`src/rtl/bus_tenure_pkg.sv`:
```
package bus_tenure_pkg;

    typedef enum logic [2:0] {
        ST_IDLE    = 3'd0,
        ST_START   = 3'd1,
        ST_RUN     = 3'd2,
        ST_PARK    = 3'd3,
        ST_RELEASE = 3'd4,
        ST_HOLDOFF = 3'd5
    } tenure_state_e;

endpackage

```
`src/rtl/bus_free_sense.sv`:
```
module bus_free_sense (
    input  logic grant_n,
    input  logic ts_in_n,
    input  logic busy_in_n,
    output logic grant_on,
    output logic bus_free
);

    // Bus is free for us: granted, no transfer starting, nobody holding busy.
    always_comb begin
        grant_on = ~grant_n;
        bus_free = ~grant_n & ts_in_n & busy_in_n;
    end

endmodule

```
`src/rtl/tenure_fsm.sv`:
```
module tenure_fsm
    import bus_tenure_pkg::*;
#(
    parameter int HOLDOFF_SAMPLES = 1
) (
    input  logic          clk,
    input  logic          rst_n,
    input  logic          clk_en,
    input  logic          req,
    input  logic          xfer_done,
    input  logic          grant_on,
    input  logic          bus_free,
    output tenure_state_e state
);

    localparam int CW = $clog2(HOLDOFF_SAMPLES + 1);
    localparam logic [CW-1:0] HOLD_LOAD = CW'(HOLDOFF_SAMPLES);
    localparam logic [CW-1:0] HOLD_LAST = CW'(1);

    tenure_state_e state_nx;
    logic [CW-1:0] hold_cnt;
    logic [CW-1:0] hold_cnt_nx;

    always_comb begin
        state_nx    = state;
        hold_cnt_nx = hold_cnt;
        unique case (state)
            ST_IDLE: begin
                if (clk_en && req && bus_free)
                    state_nx = ST_START;
            end
            ST_START: begin
                if (clk_en)
                    state_nx = ST_RUN;
            end
            ST_RUN: begin
                if (clk_en && xfer_done) begin
                    if (grant_on && req)
                        state_nx = ST_START;
                    else if (grant_on)
                        state_nx = ST_PARK;
                    else
                        state_nx = ST_RELEASE;
                end
            end
            ST_PARK: begin
                if (clk_en) begin
                    if (!grant_on)
                        state_nx = ST_RELEASE;
                    else if (req)
                        state_nx = ST_START;
                end
            end
            ST_RELEASE: begin
                // One core clock only, regardless of clk_en.
                state_nx    = ST_HOLDOFF;
                hold_cnt_nx = HOLD_LOAD;
            end
            ST_HOLDOFF: begin
                if (clk_en) begin
                    hold_cnt_nx = hold_cnt - HOLD_LAST;
                    if (hold_cnt == HOLD_LAST)
                        state_nx = ST_IDLE;
                end
            end
            default: state_nx = ST_IDLE;
        endcase
    end

    always_ff @(posedge clk or negedge rst_n) begin
        if (!rst_n) begin
            state    <= ST_IDLE;
            hold_cnt <= '0;
        end else begin
            state    <= state_nx;
            hold_cnt <= hold_cnt_nx;
        end
    end

endmodule

```
`src/rtl/line_drive.sv`:
```
module line_drive
    import bus_tenure_pkg::*;
(
    input  tenure_state_e state,
    output logic          busy_out_n,
    output logic          busy_oe,
    output logic          ts_out_n,
    output logic          owner
);

    always_comb begin
        busy_out_n = 1'b1;
        busy_oe    = 1'b0;
        ts_out_n   = 1'b1;
        owner      = 1'b0;
        unique case (state)
            ST_IDLE, ST_HOLDOFF: begin
                // Line is an input; defaults hold.
            end
            ST_START: begin
                busy_out_n = 1'b0;
                busy_oe    = 1'b1;
                ts_out_n   = 1'b0;
                owner      = 1'b1;
            end
            ST_RUN, ST_PARK: begin
                busy_out_n = 1'b0;
                busy_oe    = 1'b1;
                owner      = 1'b1;
            end
            ST_RELEASE: begin
                busy_out_n = 1'b1;
                busy_oe    = 1'b1;
            end
            default: begin
            end
        endcase
    end

endmodule

```
`src/rtl/bus_tenure_ctrl.sv`:
```
module bus_tenure_ctrl
    import bus_tenure_pkg::*;
#(
    parameter int HOLDOFF_SAMPLES = 1
) (
    input  logic clk,
    input  logic rst_n,
    input  logic clk_en,
    input  logic req,
    input  logic xfer_done,
    input  logic grant_n,
    input  logic ts_in_n,
    input  logic busy_in_n,
    output logic busy_out_n,
    output logic busy_oe,
    output logic ts_out_n,
    output logic owner
);

    logic          grant_on;
    logic          bus_free;
    tenure_state_e state;

    bus_free_sense u_sense (
        .grant_n   (grant_n),
        .ts_in_n   (ts_in_n),
        .busy_in_n (busy_in_n),
        .grant_on  (grant_on),
        .bus_free  (bus_free)
    );

    tenure_fsm #(
        .HOLDOFF_SAMPLES (HOLDOFF_SAMPLES)
    ) u_fsm (
        .clk       (clk),
        .rst_n     (rst_n),
        .clk_en    (clk_en),
        .req       (req),
        .xfer_done (xfer_done),
        .grant_on  (grant_on),
        .bus_free  (bus_free),
        .state     (state)
    );

    line_drive u_drive (
        .state      (state),
        .busy_out_n (busy_out_n),
        .busy_oe    (busy_oe),
        .ts_out_n   (ts_out_n),
        .owner      (owner)
    );

endmodule

```
`config.mk`:
```
export PLATFORM = sky130hd
export DESIGN_NAME = bus_tenure_ctrl
export DESIGN_NICKNAME = d
export VERILOG_FILES = /design/src/rtl/bus_tenure_pkg.sv /design/src/rtl/bus_free_sense.sv /design/src/rtl/tenure_fsm.sv /design/src/rtl/line_drive.sv /design/src/rtl/bus_tenure_ctrl.sv
export SDC_FILE = /design/constraint.sdc
export NUM_CORES = 1
export LEC_CHECK = 0
export BUFFER_PORTS_ARGS = -buffer_cell sky130_fd_sc_hd__buf_4
export CAP_MARGIN = 20
export CORE_AREA = 2 2 39 41
export CTS_CLUSTER_DIAMETER = 80
export DETAILED_ROUTE_END_ITERATION = 10
export DIE_AREA = 0 0 41 43
export GPL_TIMING_DRIVEN = 0
export PLACE_DENSITY = 0.4
export SYNTH_ARGS = -nofsm -noshare
export SYNTH_HDL_FRONTEND = slang
export SYNTH_SLANG_ARGS = --single-unit
```
`constraint.sdc`:
```
create_clock -name clk -period 1.6 [get_ports clk]
set_clock_uncertainty 0.1 [all_clocks]
set_input_delay 0.48 -clock clk [delete_from_list [all_inputs] [get_ports clk]]
set_output_delay 0.48 -clock clk [all_outputs]
set_load 0.02 [all_outputs]
```
==> results by group <==
Setup path
  – Critical Path RT: 1.02 ns
  – Family with the most delay on the worst path: flip-flops
  – R2r startpoint: u_fsm.state[1]
  – Critical path data arrival time: around 1.1 ns
  – Reg2Reg Depth: 4
  – Worst Path Max Fanout: 3
  – Buffers & Inverters on Critical Path: 1
  – Crit path launch type: register
  – Crit path cell chain: nor2_4 -> xnor2_2 -> buf_4
  – Slowest CP cell: dfrtp_1
  – CP peak stage delay: 0.42 ns
  – Reg2reg end: u_fsm.state[0]
  – Worst Setup SP: u_fsm.state[1]
  – CP endpoint kind: output pin
  – Critical path type: register to output pin
  – R2R Setup Slk: 0.33 ns

Placed design
  – IO Port Bufs: 10
  – Pre-CTS setup slack: between 0.015 and 0.02 ns
  – Placed cells: 62
  – Final GP Congestion: ~0.68

Cells and area
  – Final Util: between 30% and 40%
  – Multi-input gate area: 185 um^2
  – Final nets: 61
  – Final non-filler cell total: 67
  – Synth-to-Final Area Change: 55.6%
  – ANT cells: 0
  – Sequential standard cell area: 103 um^2
  – Filler instances: 157
  – Share of layout cells above drive strength 1: 47.1%

Synth
  – Cell count after synthesis: 36
  – Average cell area after synthesis: 8.38 um^2
  – Post-synth net total: 44
  – Synth warn: 0
  – Cell taking the most area after synthesis: dfrtp_1
  – Yosys cell types: 18
  – Cell Area, Synth: 302 um^2
  – Flops & latches, synth: 4
  – Share of the synthesized area in the top cell type: 33.2%
  – Top cells by area, synth: dfrtp_1 33%, a21oi_1 6.6%, nand2b_1 6.2%, nand4b_1 5.8%, buf_2 5.0%
  – Seq/Total Area, Yosys: about a third

Die
  – # IOs: 12
  – Core area: between 0.001 and 0.0015 mm^2
  – Die Span X: 41 um
  – Starting density of the core: 21.8%
  – Die area: about 0.0018 mm^2
  – Die Ht: between 40 and 50 um
  – Rows: 14

Drt
  – Post-route DRC: 0
  – ANT nets after route: 0
  – Final wirelength: 749 um
  – Detailed Route Iter0 Violations: 6
  – Routed vias: about 320
  – Vias/cell: 4.72
  – 1st-pass router iterations: 2
  – DR WL/cell: about 11 um

STA
  – Fmax achieved: 603 MHz
  – Final setup margin: -0.0590 ns
  – Unrepaired setup endpoints after global routing: true
  – Minimum clock period: between 1.5 and 2 ns
  – Hold Slack: around 0.43 ns
  – Hold Vio Cnt, Final: 0
  – Tcrit/Tclk final: 104%
  – Relative slew slack: 80.5%
  – Worst Max-Slew Pin Slew: between 0.2 and 0.3 ns
  – Final Max Slew Viols: 0
  – Final setup viols: 3

CTS
  – H-tree Lvls: 1
  – Root Driver: clkbuf_4
  – Clock sink count: 4
  – TritonCTS Buffers: 3
  – Worst-path clk slew: 0.03 ns
  – Max Root-Sink Buffers: 2
  – CTS tree: done
  – Clock latency on the worst-skew pair: 0.24 ns

Worst hold path
  – Worst Hold End: u_fsm.state[0]
  – Hold path cells: 3
  – Hold Crit Class: input port to register
  – Worst hold start: ts_in_n

GRT
  – First-pass GRT wire length: ~1300 um
  – Gr ovfl total: 0
  – Vias in the first global route: ~330
  – Initial antenna violation count: 0
  – GR Util All Layers: 11.1%
  – Largest net degree at the start of global routing: 11

Pwr
  – LEAKAGE: 0.202 nW
  – PD cells: between 2000 and 2500 mW/mm^2
  – Max IR drop VDD: 0.868 mV
  – Pwr Total: 0.973 mW

Status
  – Violated checks: setup timing
  – Status: finished, violations left

Run
  – Max-cap check violation count: 0
state kept, by name (all words and copies together), names as in the netlist:
| name | flops |
|---|---|
| u_fsm.state | 3 |
| u_fsm.hold_cnt | 1 |
through the flow:
stage,instance area (um^2),TNS (ns)
final,469,-0.0874
after global routing,469,-0.298
after CTS,469,-0.112
after detailed placement,399,0
after global placement,399,0
after floorplan,304,0
worst max path at each step:
stage	to	slack, ns	cells past startpoint
after global routing	busy_oe	-0.12	3
final	busy_oe	-0.06	3
after detailed placement	busy_oe	0.02	4
after CTS	busy_oe	-0.08	4
after floorplan	busy_oe	0.09	3
after global placement	busy_oe	0.03	4
area by class of cell:
type                       count  area share [%]
multi-input combinational     26            39.5
sequential                     4            21.9
timing repair buffer          15            26.9
buffer                         1            1.07
clock buffer                   3            4.80
tap                           16            4.27
inverter                       2            1.60
cells by family after synthesis:
group / after synthesis / synth area share (%)
and+or+nand+nor: 15 / 30.3
AOI/OAI and AO/OA: 10 / 22.4
buffers and inverters: 6 / 11.2
DFF: 4 / 33.2
xor gates and xnor gates: 1 / 2.91
per-layer routing:
metal	up-vias	global-route usage, %	share of wire (%)
met3	0	6.81	6.4
met5	-	0	0
met2	9	16.9	53
met1	149	11.3	40
met4	0	6.00	0
li1	158	-	-
worst reg2reg max path, cell delays in order, from the launching register on:
cell and delay (ns):
dfrtp_1 0.42, buf_4 0.18, and4bb_1 0.25, nand3_1 0.09
a2bb2oi_2 0.14
placed cells by master (no fill, tap or decap), drive strengths merged:
cell | Yosys | routed
clkbuf | 0 | 3
nand4b | 2 | 2
a31oi | 1 | 1
dfrtp | 4 | 4
dlygate4sd3 | 0 | 1
inv | 2 | 2
a311oi | 1 | 1
o211ai | 1 | 1
nand2b | 3 | 3
nor2 | 4 | 4
a21oi | 4 | 4
and4bb | 1 | 1
o21ai | 2 | 2
xnor2 | 1 | 1
nand3b | 1 | 1
buf | 4 | 15
nand3 | 3 | 3
a2bb2oi | 1 | 1
nor3 | 1 | 1
where the power goes:
group	switching (mW)	leakage [nW]	internal, mW	total [mW]
sequential	0.0668	0.0473	0.152	0.219
clock	0.0402	0.0138	0.0837	0.124
combinational	0.304	0.141	0.326	0.630
total	0.411	0.202	0.562	0.973
repair_timing:
action,in CTS,in global routing
setup endpoints to repair,4,4
hold endpoints to repair,4,0
buffers inserted,4,0
resized for setup,6,2
hold buffers,1,0
pin swaps,0,3
synth_stat cells:
cell type,n
nand3_1,3
nand2b_1,3
buf_6,1
a311oi_1,1
nor2_1,4
nand3b_1,1
a31oi_1,1
o211ai_1,1
dfrtp_1,4
and4bb_1,1
xnor2_1,1
a21oi_1,4
nor3_1,1
a2bb2oi_2,1
nand4b_1,2
o21ai_0,2
inv_1,2
buf_2,3
Note: power is estimated with default switching activity, not from simulation.
